==> src/rtl/gpx_pkg.sv <==
package gpx_pkg;
    localparam int PIN_W = 8;
    localparam logic [7:0] BANK_BASE = 8'hC0;
    localparam logic [7:0] MUX_ADDR  = 8'hD0;
    localparam logic [7:0] STAT_BASE = 8'hD4;
    localparam logic [7:0] SUM_LO    = 8'h10;
    localparam logic [7:0] SUM_HI    = 8'h11;
    localparam logic [7:0] SMSK_LO   = 8'h12;
    localparam logic [7:0] SMSK_HI   = 8'h13;
    localparam logic [7:0] RED_VALID = 8'hDC;

    typedef enum logic [2:0] {
        F_DIN, F_DOUT, F_DIR, F_ODS, F_RISE, F_FALL, F_POL, F_MASK
    } bank_field_e;

    typedef struct packed {
        logic [PIN_W-1:0] dout;
        logic [PIN_W-1:0] dir;
        logic [PIN_W-1:0] ods;
        logic [PIN_W-1:0] rise;
        logic [PIN_W-1:0] fall;
        logic [PIN_W-1:0] pol;
        logic [PIN_W-1:0] msk;
    } bank_cfg_t;

    function automatic logic [PIN_W-1:0] pin_valid(input int port, input bit reduced);
        if (!reduced) return '1;
        return (port == 0) ? RED_VALID : '0;
    endfunction
endpackage

==> src/rtl/gpx_pin_sync.sv <==
module gpx_pin_sync #(
    parameter int W = 16
) (
    input  logic         clk,
    input  logic         rst_n,
    input  logic [W-1:0] raw_i,
    output logic [W-1:0] now_o,
    output logic [W-1:0] rise_o,
    output logic [W-1:0] fall_o
);
    typedef struct packed {
        logic [W-1:0] s1;
        logic [W-1:0] s2;
        logic [W-1:0] prev;
    } sync_t;

    sync_t sync_d, sync_q;

    always_comb begin
        sync_d      = sync_q;
        sync_d.s1   = raw_i;
        sync_d.s2   = sync_q.s1;
        sync_d.prev = sync_q.s2;
    end

    always_ff @(posedge clk or negedge rst_n) begin
        if (!rst_n) sync_q <= '0;
        else        sync_q <= sync_d;
    end

    assign now_o  = sync_q.s2;
    assign rise_o = sync_q.s2 & ~sync_q.prev;
    assign fall_o = ~sync_q.s2 & sync_q.prev;
endmodule

==> src/rtl/gpx_pin_events.sv <==
module gpx_pin_events
    import gpx_pkg::*;
#(
    parameter logic [PIN_W-1:0] VALID = '1
) (
    input  logic             clk,
    input  logic             rst_n,
    input  logic [PIN_W-1:0] rise_en_i,
    input  logic [PIN_W-1:0] fall_en_i,
    input  logic [PIN_W-1:0] pol_i,
    input  logic [PIN_W-1:0] now_i,
    input  logic [PIN_W-1:0] rise_i,
    input  logic [PIN_W-1:0] fall_i,
    input  logic [PIN_W-1:0] clr_i,
    output logic [PIN_W-1:0] pend_o
);
    typedef struct packed {
        logic [PIN_W-1:0] pend;
    } evt_t;

    evt_t evt_d, evt_q;
    logic [PIN_W-1:0] edge_mode, hit;

    always_comb begin
        evt_d     = evt_q;
        edge_mode = rise_en_i | fall_en_i;
        hit       = (edge_mode & ((rise_en_i & rise_i) | (fall_en_i & fall_i)))
                  | (~edge_mode & ~(now_i ^ pol_i));
        evt_d.pend = (evt_q.pend | hit) & ~clr_i & VALID;
    end

    always_ff @(posedge clk or negedge rst_n) begin
        if (!rst_n) evt_q <= '0;
        else        evt_q <= evt_d;
    end

    assign pend_o = evt_q.pend;

    AST_PEND_CLEAR: assert property (@(posedge clk) disable iff (!rst_n)
        (|clr_i) |=> ((pend_o & $past(clr_i)) == '0));
    AST_PEND_STICKY: assert property (@(posedge clk) disable iff (!rst_n)
        1'b1 |=> ((pend_o & $past(pend_o & ~clr_i)) == $past(pend_o & ~clr_i)));
    AST_PEND_RSVD: assert property (@(posedge clk) disable iff (!rst_n)
        (pend_o & ~VALID) == '0);
endmodule

==> src/rtl/gpx_irq_ctrl.sv <==
module gpx_irq_ctrl
    import gpx_pkg::*;
#(
    parameter int NPORT   = 2,
    parameter bit REDUCED = 1'b0
) (
    input  logic                   clk,
    input  logic                   rst_n,
    input  logic                   reg_wr,
    input  logic [7:0]             reg_addr,
    input  logic [7:0]             reg_wdata,
    output logic [7:0]             reg_rdata,
    input  logic [NPORT*PIN_W-1:0] pin_in,
    output logic [NPORT*PIN_W-1:0] pin_out,
    output logic [NPORT*PIN_W-1:0] pin_dir,
    output logic [NPORT*PIN_W-1:0] pin_ods,
    output logic [7:0]             mux_ctl,
    output logic                   alert_n
);
    localparam int TOT_W = NPORT * PIN_W;

    typedef struct packed {
        bank_cfg_t [NPORT-1:0] cfg;
        logic [7:0]            mux;
        logic                  sum;
        logic                  smsk;
    } ctl_t;

    ctl_t ctl_d, ctl_q;

    logic [TOT_W-1:0]             now_w, rise_w, fall_w;
    logic [NPORT-1:0][PIN_W-1:0]  pend, clr;
    logic                         any_pend, sum_clr;

    gpx_pin_sync #(.W(TOT_W)) u_sync (
        .clk(clk), .rst_n(rst_n), .raw_i(pin_in),
        .now_o(now_w), .rise_o(rise_w), .fall_o(fall_w)
    );

    for (genvar p = 0; p < NPORT; p++) begin : g_port
        gpx_pin_events #(.VALID(pin_valid(p, REDUCED))) u_evt (
            .clk(clk), .rst_n(rst_n),
            .rise_en_i(ctl_q.cfg[p].rise), .fall_en_i(ctl_q.cfg[p].fall),
            .pol_i(ctl_q.cfg[p].pol),
            .now_i(now_w[p*PIN_W +: PIN_W]),
            .rise_i(rise_w[p*PIN_W +: PIN_W]),
            .fall_i(fall_w[p*PIN_W +: PIN_W]),
            .clr_i(clr[p]), .pend_o(pend[p])
        );
        assign pin_out[p*PIN_W +: PIN_W] = ctl_q.cfg[p].dout;
        assign pin_dir[p*PIN_W +: PIN_W] = ctl_q.cfg[p].dir;
        assign pin_ods[p*PIN_W +: PIN_W] = ctl_q.cfg[p].ods;
    end

    // Next-state: bank writes, status clears, summary bit and its mask.
    always_comb begin
        ctl_d    = ctl_q;
        any_pend = 1'b0;
        sum_clr  = reg_wr && (reg_addr == SUM_HI) && reg_wdata[7];
        for (int p = 0; p < NPORT; p++) begin
            clr[p] = (reg_wr && reg_addr == STAT_BASE + 8'(p)) ? reg_wdata : '0;
            any_pend = any_pend | (|(pend[p] & ctl_q.cfg[p].msk));
            if (reg_wr && reg_addr[7:3] == BANK_BASE[7:3] + 5'(p)) begin
                case (bank_field_e'(reg_addr[2:0]))
                    F_DOUT: ctl_d.cfg[p].dout = reg_wdata & pin_valid(p, REDUCED);
                    F_DIR:  ctl_d.cfg[p].dir  = reg_wdata & pin_valid(p, REDUCED);
                    F_ODS:  ctl_d.cfg[p].ods  = reg_wdata & pin_valid(p, REDUCED);
                    F_RISE: ctl_d.cfg[p].rise = reg_wdata & pin_valid(p, REDUCED);
                    F_FALL: ctl_d.cfg[p].fall = reg_wdata & pin_valid(p, REDUCED);
                    F_POL:  ctl_d.cfg[p].pol  = reg_wdata & pin_valid(p, REDUCED);
                    F_MASK: ctl_d.cfg[p].msk  = reg_wdata & pin_valid(p, REDUCED);
                    default: ;
                endcase
            end
        end
        if (reg_wr && reg_addr == MUX_ADDR) ctl_d.mux  = reg_wdata;
        if (reg_wr && reg_addr == SMSK_HI)  ctl_d.smsk = reg_wdata[7];
        ctl_d.sum = (ctl_q.sum & ~sum_clr) | any_pend;
    end

    always_ff @(posedge clk or negedge rst_n) begin
        if (!rst_n) ctl_q <= '0;
        else        ctl_q <= ctl_d;
    end

    // Read path
    always_comb begin
        reg_rdata = '0;
        for (int p = 0; p < NPORT; p++) begin
            if (reg_addr[7:3] == BANK_BASE[7:3] + 5'(p)) begin
                case (bank_field_e'(reg_addr[2:0]))
                    F_DIN:  reg_rdata = now_w[p*PIN_W +: PIN_W] & pin_valid(p, REDUCED);
                    F_DOUT: reg_rdata = ctl_q.cfg[p].dout;
                    F_DIR:  reg_rdata = ctl_q.cfg[p].dir;
                    F_ODS:  reg_rdata = ctl_q.cfg[p].ods;
                    F_RISE: reg_rdata = ctl_q.cfg[p].rise;
                    F_FALL: reg_rdata = ctl_q.cfg[p].fall;
                    F_POL:  reg_rdata = ctl_q.cfg[p].pol;
                    F_MASK: reg_rdata = ctl_q.cfg[p].msk;
                    default: ;
                endcase
            end
            if (reg_addr == STAT_BASE + 8'(p)) reg_rdata = pend[p];
        end
        if (reg_addr == MUX_ADDR) reg_rdata = ctl_q.mux;
        if (reg_addr == SUM_HI)   reg_rdata = {ctl_q.sum, 7'd0};
        if (reg_addr == SMSK_HI)  reg_rdata = {ctl_q.smsk, 7'd0};
    end

    assign mux_ctl = ctl_q.mux;
    assign alert_n = ~(ctl_q.sum & ctl_q.smsk);

    AST_SUM_SET: assert property (@(posedge clk) disable iff (!rst_n)
        any_pend |=> ctl_q.sum);
    AST_SUM_HOLD: assert property (@(posedge clk) disable iff (!rst_n)
        (ctl_q.sum && !(reg_wr && reg_addr == SUM_HI && reg_wdata[7])) |=> ctl_q.sum);
    AST_ALERT_QUIET: assert property (@(posedge clk) disable iff (!rst_n)
        (!ctl_q.smsk) |-> alert_n);
endmodule

==> config.mk <==
export PLATFORM = sky130hd
export DESIGN_NAME = gpx_irq_ctrl
export DESIGN_NICKNAME = d
export VERILOG_FILES = /design/src/rtl/gpx_pkg.sv /design/src/rtl/gpx_pin_sync.sv /design/src/rtl/gpx_pin_events.sv /design/src/rtl/gpx_irq_ctrl.sv
export SDC_FILE = /design/constraint.sdc
export NUM_CORES = 1
export LEC_CHECK = 0
export BUFFER_PORTS_ARGS = -buffer_cell sky130_fd_sc_hd__buf_2
export CORE_UTILIZATION = 57
export CTS_BUF_LIST = sky130_fd_sc_hd__clkbuf_4
export DETAILED_ROUTE_END_ITERATION = 8
export GPL_TIMING_DRIVEN = 0
export PLACE_DENSITY = 0.78
export SETUP_SLACK_MARGIN = 0.05
export SKIP_CTS_REPAIR_TIMING = 1
export SYNTH_ARGS = -nofsm -noshare
export SYNTH_HDL_FRONTEND = slang
export SYNTH_SLANG_ARGS = --single-unit
==> constraint.sdc <==
create_clock -name clk -period 1.7 [get_ports clk]
set_input_delay 0.085 -clock clk [delete_from_list [all_inputs] [get_ports clk]]
set_output_delay 0.085 -clock clk [all_outputs]
set_load 0.05 [all_outputs]
# ---- Yosys cells after proc, flatten, opt, wreduce, memory -nomap -nowiden
# Cells that the tools add are included.
dict set report op_classes {
  eq_ne 14
  n_mux 83
  bitwise 54
  reduce_logical 25
}
# operator count
set ops {}
lappend ops {{two-way mux 8 bit} 49}
lappend ops {{AND 8 bit} 28}
lappend ops {{one-hot mux 8 bit (8 select lines)} 2}
lappend ops {{bitwise OR 8 bit} 8}
lappend ops {{two-way mux 6 bit} 8}
lappend ops {{NOT 8 bit} 6}
lappend ops {{AND 16 bit} 2}
lappend ops {{NOT 16 bit} 2}
lappend ops {{AND reduction 2 bit} 14}
lappend ops {{equality test 8 bit (second input constant)} 3}
lappend ops {{two-way mux 1 bit} 24}
lappend ops {{equality test 8 x 5 -> 1 bit (second input constant)} 2}
lappend ops {{OR reduction 8 bit} 2}
lappend ops {{XOR 8 bit} 2}
lappend ops {{equality test 3 bit (second input constant)} 4}
lappend ops {{equality test 5 bit (second input constant)} 2}
lappend ops {{logical AND 1 bit} 8}
lappend ops {{equality test 3 x 2 -> 1 bit (second input constant)} 2}
lappend ops {{equality test 3 x 1 -> 1 bit (second input constant)} 1}
lappend ops {{logical NOT 3 bit} 1}
lappend ops {{AND 1 bit} 2}
lappend ops {{NOT 1 bit} 2}
lappend ops {{bitwise OR 1 bit} 2}
dict set report totals {
  reg_bits 186
  inputBits 35
  output_inout_bits 65
  elab_cells 198
}

# ---- Longest topological paths before layout
# Gate-level depths: netlist (run 1).
dict set report logic_depth {
  depth_word 15
  depth_mapped 8
  ltp_nobuf 5
}

# ---- Modules after synthesis
# A second synthesis (run 1) with hierarchy kept.
dict set report hier_totals {
  cells_unflattened 766
  area_unflattened_um2 9192.6
}
# module instances cells_each area_each_um2 seq_area_each_um2
set by_module_without_submodules {}
lappend by_module_without_submodules {gpx_irq_ctrl 1 590 6730.2 3052.9}
lappend by_module_without_submodules {gpx_pin_sync 1 96 1601.5 1201.2}
lappend by_module_without_submodules {gpx_pin_events 2 40 430.4 200.2}

# ---- Worst setup path after synthesis (run 1)
# OpenSTA, ideal clock, no wires.
dict set report synth_timing {
  path_type {input port to output port}
  from {input port reg_addr[2]}
  to {output port reg_rdata[2]}
  arrival_ps 2229
  required_time_ps 1615
  slack_ps -614
  cell_stages 7
  path_buffers 3
  path_cell_list {buf_2 > buf_1 > buf_2 > mux2i_1 > a211oi_1 > o221ai_1 > a31oi_1}
}
dict set report synth_via {
  elab_chain_cells 9
  elab_cells_between_ends 22
  classes_between {eq/ne: 12; mux: 9; reduce/logical: 1}
}
# element line_no
set synth_lines {}
lappend synth_lines {{start: declaration} gpx_irq_ctrl.sv:10} ;# input logic [7:0] reg_addr,
lappend synth_lines {{equality test 3 bit (tied with other cells)} gpx_irq_ctrl.sv:91} ;# case (bank_field_e'(reg_addr[2:0]))
lappend synth_lines {{one-hot mux 8 bit (8 select lines)} gpx_irq_ctrl.sv:91}
lappend synth_lines {{two-way mux 8 bit} gpx_irq_ctrl.sv:90} ;# if (reg_addr[7:3] == BANK_BASE[7:3] + 5'(p)) begin
lappend synth_lines {{two-way mux 8 bit} gpx_irq_ctrl.sv:103} ;# if (reg_addr == STAT_BASE + 8'(p)) reg_rdata = pend[p];
lappend synth_lines {{two-way mux 8 bit} gpx_irq_ctrl.sv:90}
lappend synth_lines {{two-way mux 8 bit} gpx_irq_ctrl.sv:103}
lappend synth_lines {{two-way mux 8 bit} gpx_irq_ctrl.sv:105} ;# if (reg_addr == MUX_ADDR) reg_rdata = ctl_q.mux;
lappend synth_lines {{two-way mux 8 bit} gpx_irq_ctrl.sv:106} ;# if (reg_addr == SUM_HI) reg_rdata = {ctl_q.sum, 7'd0};
lappend synth_lines {{two-way mux 8 bit (*)} gpx_irq_ctrl.sv:107} ;# if (reg_addr == SMSK_HI) reg_rdata = {ctl_q.smsk, 7'd0};
lappend synth_lines {{end: declaration} gpx_irq_ctrl.sv:12} ;# output logic [7:0] reg_rdata,
# Every way passes the cells marked *; elsewhere a longest branch is shown, timed or not.

# ---- Final worst setup path (run 1)
dict set report layout_timing {
  from {input port reg_addr[0]}
  to {output port reg_rdata[1]}
}
# Same word-level chain as after synthesis.

==> flow_summary.yaml, run 1 <==
setup_path:
  worstPathRequired_ns: 1.62
  arrival_ns: 2.25
  cp-start-kind: "input pin"
  path_class: "in2out"
  end_kind: "output pin"
  path_max_fanout: 10
global_routing:
  grt_pass1_wl_mm: 39.7
  grtUsageTotal: 0.343
  grt_remaining_overflow: 0
  grt_max_degree: 130
  antenna_found_initial: 1
  grt_pass1_vias: 6603
job:
  maxCapViolations: 0
timing:
  whs_ns: -0.0572
  worst_pin_slew_ns: 0.891
  finalHoldViolCount: 38
  slew_violations: 0
  slew_headroom: 0.404
  rsz0062_at_grt: "true"
  fin_crit_ns: 2.33
  setup-violations-final: 8
  fin_ws_ns: -0.632
  post-route-period-util: 1.37
  fin_skew_ns: 0.0162
  timing.fmax_mhz: 429
placed_design:
  place_ws_ns: -1.05
  dpl-instance-area_mm2: 0.00981
  hpwl_mm: 18.8
  io_buffers: 96
  gp_congestion: 0.957
floorplan:
  placement_rows: 45
  die_w_um: 127
  boundaryPins: 100
  die_area_mm2: 0.0160
  die_h_um: 127
  core_mm2: 0.0152
  start_util: 0.583
cts:
  tritoncts: "built"
  cts_max_level: 4
  cts_inserted_buffers: 17
  cts.sinks: 186
  clk_pin_slew_worst_paths_ns: 0.14
  clkLatencyLatePin_ns: 0.60
  root_buffer: "clkbuf_4"
  clk_path_buf_depth: 2
synth:
  syn_inst: 746
  netlist_top_cells_area: "dfrtp_1 (53%), mux2_2 (15%), buf_4 (4.7%), mux2i_1 (2.7%), nand2_1 (2.3%)"
  synth-main-ff-cell: "dfrtp_1"
  yosysSeqAreaShare: 0.525
  synth_top_area_cell: "dfrtp_1"
  yosysTopAreaCellShare: 0.525
  syn-num-nets: 781
  synth_edf_count: 0
  yosys_warnings: 0
  async_flop_share: 1.00
  ys_ff_latch: 186
  netlist_area_mm2: 0.00886
  synth.distinct_cells: 49
  synth.avg_cell_area_um2: 11.9
route:
  drtIter0Drc: 763
  wl_per_cell_um: 24.5
  vias: 6942
  routed_wl_mm: 27.1
  viasPerCell: 6.29
  first_pass_iters: 5
  drc: 0
  drtAntennaViolNets: 0
cells_and_area:
  drive_above_1_share: 0.426
  final_nets: 936
  final_core_utilization: 0.704
  finish.instance_area_mm2: 0.0107
  fillers: 1145
  area_growth_pct: 20.8
outcome:
  violations: "hold timing, setup timing"
  status: "finished with violations"
pwr:
  vdd_drop_max_mv: 0.646
  p_leak_nw: 5.12
  power_density_mw_per_mm2: 796
worst_hold_path:
  worstHoldPathType: "in2async"
[flip-flops by register name (all words and copies together), names as in the netlist]
register             count
g_port.u_evt.pend_o     16
pin_dir                 16
u_sync.sync_q           16
u_sync.sync_d           16
u_sync.now_o            16
ctl_q                   66
pin_ods                 16
pin_out                 16
mux_ctl                  8
[placed cells by master (no fill, tap or decap), drive strengths merged, types with 2 or more instances in the layout]
cell type	instances
a211oi	6
a21oi	21
a221o	2
a221oi	10
a22o	4
a22oi	7
a311oi	5
a31oi	7
and3	3
buf	175
clkbuf	44
clkinv	8
clkinvlp	2
dfrtp	186
diode	2
dlygate4sd3	27
inv	15
mux2	124
mux2i	24
mux4	2
nand2	54
nand2b	7
nand3	13
nand3b	12
nand4	2
nor2	15
nor2b	4
nor3	32
nor3b	2
o211ai	11
o21ai	29
o221a	2
o221ai	11
o22ai	9
o2bb2ai	2
o32ai	6
or2	3
or3	4
xor2	16
[final cells by class]
type	instances	area, um^2	share of cell area
sequential	186	4650	0.435
multi-input combinational	455	3910	0.365
timing repair buffer	136	933	0.0873
buffer	93	644	0.0602
tap	188	235	0.0220
clock inverter	14	144	0.0135
clock buffer	17	128	0.0119
inverter	12	45.0	0.00421
antenna	2	5.00	0.000468
[final timing paths]
kind / startpoint / slack, ns / cells after the start / endpoint
min: rst_n / -0.06 / 2 / u_sync.sync_q[11]
min reg2reg: u_sync.sync_d[24] / 0.37 / 0 / u_sync.now_o[8]
max: reg_addr[0] / -0.63 / 9 / reg_rdata[1]
max reg2reg: ctl_q[72] / 0.19 / 4 / ctl_q[1]
min in group clk: reg_addr[2] / 0.06 / 3 / g_port[0].u_evt.pend_o[7]
max in group asynchronous: rst_n / 0.18 / 3 / ctl_q[85]
[power breakdown]
group          switching [mW]  internal [mW]
registers               0.190           4.62
logic                   0.824          0.514
clock network            1.61          0.755
total                    2.63           5.89
[layer usage]
metal,GRT usage,part of all wire
met5,0,0
met4,0.181,0.043
met3,0.0650,0.061
met2,0.546,0.48
met1,0.452,0.42
[critical path: stages]
cell	delay [ns]
buf_2	0.13
clkbuf_2	0.36
buf_4	0.34
buf_2	0.36
nand3_1	0.13
a21oi_1	0.26
o221ai_4	0.14
a31oi_4	0.23
buf_6	0.18
[cells in the mapped netlist (5+ instances only)]
cell,n
a21oi_1,21
buf_2,6
mux2_2,116
dfrtp_1,186
o211ai_1,11
xor2_1,16
mux2i_1,24
mux2_4,8
o21ai_0,29
inv_1,11
nand3b_1,12
a31oi_1,7
nor2_1,15
nor3_1,24
a221oi_1,10
a22oi_1,7
o32ai_1,6
a311oi_1,5
nand3_1,13
buf_4,56
nand2_1,54
o221ai_1,11
o22ai_1,9
a211oi_1,6
clkbuf_1,25
nor3_2,8
nand2b_1,7
[kinds of logic (layout without fill, tap and decap cells)]
family / Yosys count / after routing / synth area share
compound gates: 136 / 136 / 0.106
other cells: 0 / 2 / 0
flops: 186 / 186 / 0.525
mux: 150 / 150 / 0.193
buf+inv: 105 / 272 / 0.0708
xor+xnor: 16 / 16 / 0.0158
simple gates: 153 / 153 / 0.0887
[stage by stage]
stage	power [mW]	TNS (ns)	instances	hold WS [ns]
3_3_place_gp	6.06	-507.67	1030	0.192
4_1_cts	8.44	-18.43	1062	-0.621
5_1_grt	8.83	-4.92	1103	-0.0587
2_1_floorplan	5.65	-1.82	746	-0.211
6_report	8.52	-4.36	1103	-0.0572
3_5_place_dp	6.10	-86.09	1031	0.0416
No activity file was read; power rests on OpenSTA's default activity.
==> run 2: changes to the inputs <==
--- a/config.mk
+++ b/config.mk
@@ -5,12 +5,11 @@
 export SDC_FILE = /design/constraint.sdc
 export NUM_CORES = 1
 export LEC_CHECK = 0
-export BUFFER_PORTS_ARGS = -buffer_cell sky130_fd_sc_hd__buf_2
-export CORE_UTILIZATION = 57
+export CORE_UTILIZATION = 40
 export CTS_BUF_LIST = sky130_fd_sc_hd__clkbuf_4
 export DETAILED_ROUTE_END_ITERATION = 8
+export DONT_BUFFER_PORTS = 1
 export GPL_TIMING_DRIVEN = 0
-export PLACE_DENSITY = 0.78
 export SETUP_SLACK_MARGIN = 0.05
 export SKIP_CTS_REPAIR_TIMING = 1
 export SYNTH_ARGS = -nofsm -noshare
==> run 2 against run 1 <==
The flow still finishes with violations (hold timing, setup timing). Final area fell by 2.2%. First-iteration DRC count fell by 29%. Worst hold slack got worse by 0.81 ns. Sequential power barely moved. Die area rose by 42%. Clock skew rose by 0.0052 ns. Critical path type is now reg2out. Largest cell class unchanged. Largest power group unchanged.
==> flow_summary.yaml, run 2 (synthesized netlist as in run 1, its figures left out) <==
global_routing:
  grt_pass1_vias: 6402
  grt_pass1_wl_mm: 40.7
  grt_remaining_overflow: 0
  antenna_found_initial: 1
  grtUsageTotal: 0.250
  grt_max_degree: 187
pwr:
  p_total_mw: 8.75
  vdd_drop_max_mv: 0.450
  p_leak_nw: 4.75
  power_density_mw_per_mm2: 836
setup_path:
  r2r_slack_ns: 0.09
  r2r-start: "ctl_q[16]"
  regToRegEndpoint: "ctl_q[1]"
  max_stage_delay_ns: 0.44
  path_class: "reg2out"
  cp-start-kind: "flip-flop"
  path_max_fanout: 3
  slowest_stage: "dfrtp_1"
  reg2reg_depth: 5
  cp_cell_sequence: "mux2_2 -> a221oi_2 -> a21oi_1 -> o221ai_2 -> a31oi_4"
  worstPathRequired_ns: 1.62
  cp-startpoint: "pin_ods[10]"
  arrival_ns: 2.21
  worst-path-buf-inv: 0
  crit_family: "compound AO/OA/AOI/OAI gates"
  end_kind: "output pin"
route:
  wl_per_cell_um: 24.9
  drc: 0
  routed_wl_mm: 27.7
  drtIter0Drc: 538
  drtAntennaViolNets: 0
  viasPerCell: 5.90
  first_pass_iters: 6
  vias: 6571
floorplan:
  die_area_mm2: 0.0227
  placement_rows: 54
  die_w_um: 151
  core_mm2: 0.0218
  die_h_um: 151
  start_util: 0.407
  boundaryPins: 100
timing:
  timing.fmax_mhz: 435
  finalHoldViolCount: 187
  worst_pin_slew_ns: 0.953
  fin_crit_ns: 2.30
  fin_skew_ns: 0.0214
  fin_ws_ns: -0.597
  slew_headroom: 0.364
  rsz0062_at_grt: "true"
  slew_violations: 0
  post-route-period-util: 1.35
  setup-violations-final: 8
  whs_ns: -0.864
cts:
  clkLatencyLatePin_ns: 0.62
  root_buffer: "clkbuf_4"
  cts_inserted_buffers: 17
  cts.sinks: 186
  tritoncts: "built"
  cts_max_level: 4
  clk_pin_slew_worst_paths_ns: 0.19
  clk_path_buf_depth: 2
cells_and_area:
  fillers: 2004
  regMostFlops: "ctl_q"
  mostFrequentLayoutCells: "dfrtp_1 (186), mux2_2 (108), buf_4 (71)"
  drive_above_1_share: 0.359
  layout.area.seq_mm2: 0.00465
  multi_input_area_mm2: 0.00393
  final_core_utilization: 0.481
  final_nets: 854
  final_common_cell: "dfrtp_1"
  area_growth_pct: 18.2
  largest_reg_flops: 66
placed_design:
  place_ws_ns: -1.09
  io_buffers: 0
  gp_congestion: 0.930
  hpwl_mm: 19.2
outcome:
  violations: "hold timing, setup timing"
  status: "finished with violations"
job:
  maxCapViolations: 0
worst_hold_path:
  worstHoldPathType: "in2async"
==> run 2: cell types whose count changed in the layout (fill, tap and decap cells not counted), sizes merged <==
| cell | before | now |
|---|---|---|
| clkinvlp | 2 | 1 |
| bufinv | 1 | 2 |
| clkinv | 8 | 7 |
| inv | 15 | 17 |
| buf | 175 | 80 |
| clkbuf | 44 | 46 |
| diode | 2 | 1 |
| dlygate4sd3 | 27 | 38 |
==> run 2: stage by stage <==
stage / cell area, um^2 / cells / hold WS (ns) / TNS (ns)
2_1_floorplan: 9060 / 746 / -0.211 / -1.82
3_3_place_gp: 9410 / 1026 / -0.204 / -74.40
3_5_place_dp: 9410 / 1026 / -0.205 / -73.74
4_1_cts: 9740 / 1058 / -0.873 / -12.50
5_1_grt: 10500 / 1113 / -0.905 / -4.89
6_report: 10500 / 1113 / -0.864 / -4.23
==> run 2: worst max-delay path by stage <==
stage | end | depth (start not counted)
final | reg_rdata[2] | 5
after global routing | reg_rdata[2] | 5
after CTS | reg_rdata[2] | 5
after detailed placement | pin_ods[8] | 5
after global placement | pin_ods[8] | 5
after floorplan | mux_ctl[0] | 8
==> run 2: final cells by class <==
type                    count  area share
clock buffers              17      0.0122
inverters                  12     0.00430
clock inverters            15      0.0195
plain buffers              93      0.0620
diodes                      1    0.000239
multi-input cells         455       0.375
well taps                 280      0.0335
flip-flops and latches    186       0.445
repair buffers             54      0.0485
==> run 2: where the power goes <==
part           internal, mW  switching [mW]
Combinational         0.460           0.708
Clock                 0.962            1.80
Sequential             4.62           0.197
==> run 2: per-layer routing <==
| layer | vias to the layer above | routed length [um] | GRT usage |
|---|---|---|---|
| li1 | 2829 | - | - |
| met1 | 3392 | 11500 | 0.321 |
| met2 | 284 | 13200 | 0.409 |
| met3 | 66 | 1980 | 0.0566 |
| met4 | 0 | 945 | 0.0995 |
| met5 | - | 0 | 0 |
==> run 3: changes to the inputs <==
--- a/config.mk
+++ b/config.mk
@@ -11,7 +11,7 @@
 export DONT_BUFFER_PORTS = 1
 export GPL_TIMING_DRIVEN = 0
 export SETUP_SLACK_MARGIN = 0.05
-export SKIP_CTS_REPAIR_TIMING = 1
+export SLEW_MARGIN = 20
 export SYNTH_ARGS = -nofsm -noshare
 export SYNTH_HDL_FRONTEND = slang
 export SYNTH_SLANG_ARGS = --single-unit
==> run 3 against run 2 <==
The flow still finishes with violations (hold timing, setup timing). Clock power about the same. Global-route usage increased by 0.67 points. Wire length increased by 0.93%. Utilization increased by 0.59 points. Die area unchanged. Cell count increased by 1.4%. Sequential power about the same. Maximum frequency increased by 3.1%. Clock skew about the same. Total power about the same. Final area increased by 1.2%. Critical endpoint unchanged. Highest routed layer unchanged.
==> flow_summary.yaml, run 3 (synthesized netlist as in run 1, its figures left out) <==
floorplan:
  die_w_um: 151
  core_mm2: 0.0218
  die_h_um: 151
  placement_rows: 54
  start_util: 0.407
  boundaryPins: 100
  die_area_mm2: 0.0227
pwr:
  vdd_drop_max_mv: 0.451
  p_leak_nw: 4.83
  power_density_mw_per_mm2: 826
cts:
  clk_pin_slew_worst_paths_ns: 0.18
  clk_path_buf_depth: 2
  cts_max_level: 4
  clkLatencyLatePin_ns: 0.60
  root_buffer: "clkbuf_4"
  tritoncts: "built"
  cts.sinks: 186
  cts_inserted_buffers: 17
global_routing:
  grtUsageTotal: 0.257
  grt_pass1_wl_mm: 41.8
  grt_busiest_layer: "met2"
  use_met2: 0.421
  grtUsageMet3: 0.0557
  grt_max_degree: 187
  use_met1: 0.327
  antenna_found_initial: 1
  grt_pass1_vias: 6708
  grt_remaining_overflow: 0
outcome:
  violations: "hold timing, setup timing"
  status: "finished with violations"
route:
  wl_per_cell_um: 24.8
  vias: 6620
  drtIter0Drc: 459
  viasPerCell: 5.86
  drtAntennaViolNets: 0
  routed_wl_mm: 28.0
  drc: 0
  first_pass_iters: 7
timing:
  slew_headroom: 0.424
  slew_violations: 0
  setup-violations-final: 8
  fin_setup_tns_ns: -3.80
  rsz0062_at_grt: "true"
  worst_pin_slew_ns: 0.860
  whs_ns: -0.840
  fin_skew_ns: 0.0212
  fin_crit_ns: 2.23
  timing.fmax_mhz: 449
  post-route-period-util: 1.31
  finalHoldViolCount: 186
  fin_ws_ns: -0.528
cells_and_area:
  final_nets: 870
  layout.area.seq_mm2: 0.00466
  final_common_cell: "dfrtp_1"
  largest_reg_flops: 66
  multi_input_area_mm2: 0.00393
  area_growth_pct: 19.6
  mostFrequentLayoutCells: "dfrtp_1 (185), mux2_2 (107), buf_4 (90)"
  fillers: 1978
  regMostFlops: "ctl_q"
  drive_above_1_share: 0.374
setup_path:
  worstPathRequired_ns: 1.62
  max_stage_delay_ns: 0.43
  cp-start-kind: "flip-flop"
  end_kind: "output pin"
  path_max_fanout: 2
  arrival_ns: 2.14
  cp_cell_sequence: "mux2_2 -> a221oi_2 -> a21oi_1 -> o221ai_2 -> a31oi_4"
  slowest_stage: "dfrtp_1"
  path_class: "reg2out"
placed_design:
  place_ws_ns: -1.09
  io_buffers: 0
  hpwl_mm: 19.2
  gp_congestion: 0.930
worst_hold_path:
  worstHoldPathType: "in2async"
job:
  maxCapViolations: 0
## run 3: cell types whose count changed in the layout (fill, tap and decap cells not counted), moves of 2 or more
cell      change
a211oi_1      +2
a211oi_2      -2
buf_2         +2
buf_4        +19
buf_6         -2
## run 3: stage by stage
stage,std cells,area [um^2],util,total power [mW]
2_1_floorplan,746,9060,-,5.65
3_3_place_gp,1026,9410,0.432,5.88
3_5_place_dp,1026,9410,0.432,5.90
4_1_cts,1116,10400,0.479,8.78
5_1_grt,1129,10600,0.487,9.09
6_report,1129,10600,0.487,8.75
## run 3: final timing paths
path	start	to	slack, ns	cells after the start
min in group clk	pin_in[15]	u_sync.sync_d[31]	0.05	1
max in group asynchronous	rst_n	ctl_q[0]	2.11	0
min	rst_n	u_sync.sync_d[29]	-0.84	0
max	pin_ods[10]	reg_rdata[2]	-0.53	5
max reg2reg	ctl_q[16]	ctl_q[1]	0.20	5
min reg2reg	u_sync.sync_d[24]	u_sync.now_o[8]	0.37	0
## run 3: final cells by class
class                      count  area share
sequential                   186       0.439
multi-input combinational    455       0.371
buffer                        93      0.0607
timing repair buffer          70      0.0598
tap                          280      0.0331
clock inverter                15      0.0193
clock buffer                  17      0.0120
inverter                      12     0.00425
antenna                        1    0.000236
## run 3: what timing repair did
| action | 4_1_cts | 5_1_grt |
|---|---|---|
| hold buffers | 31 | 7 |
| setup endpoints to repair | 73 | 18 |
| gates resized for setup | 38 | 12 |
| hold endpoints to repair | 277 | 193 |
| pin swaps | 22 | 11 |
| buffers inserted | 27 | 5 |
## run 3: worst max-delay path: cells and delay by family, from the launching register on
family / cells / cell delay [ns]
DFF: 1 / 0.43
AOI/OAI and AO/OA: 4 / 0.83
muxes: 1 / 0.28
## run 3: power breakdown
group	internal, mW	switching (mW)
clock network	0.963	1.78
registers	4.62	0.190
logic	0.480	0.721
## run 3: routing by layer
metal | up-vias | share of wire
li1 | 2850 | -
met1 | 3423 | 0.42
met2 | 277 | 0.48
met3 | 70 | 0.063
met4 | 0 | 0.034
met5 | - | 0
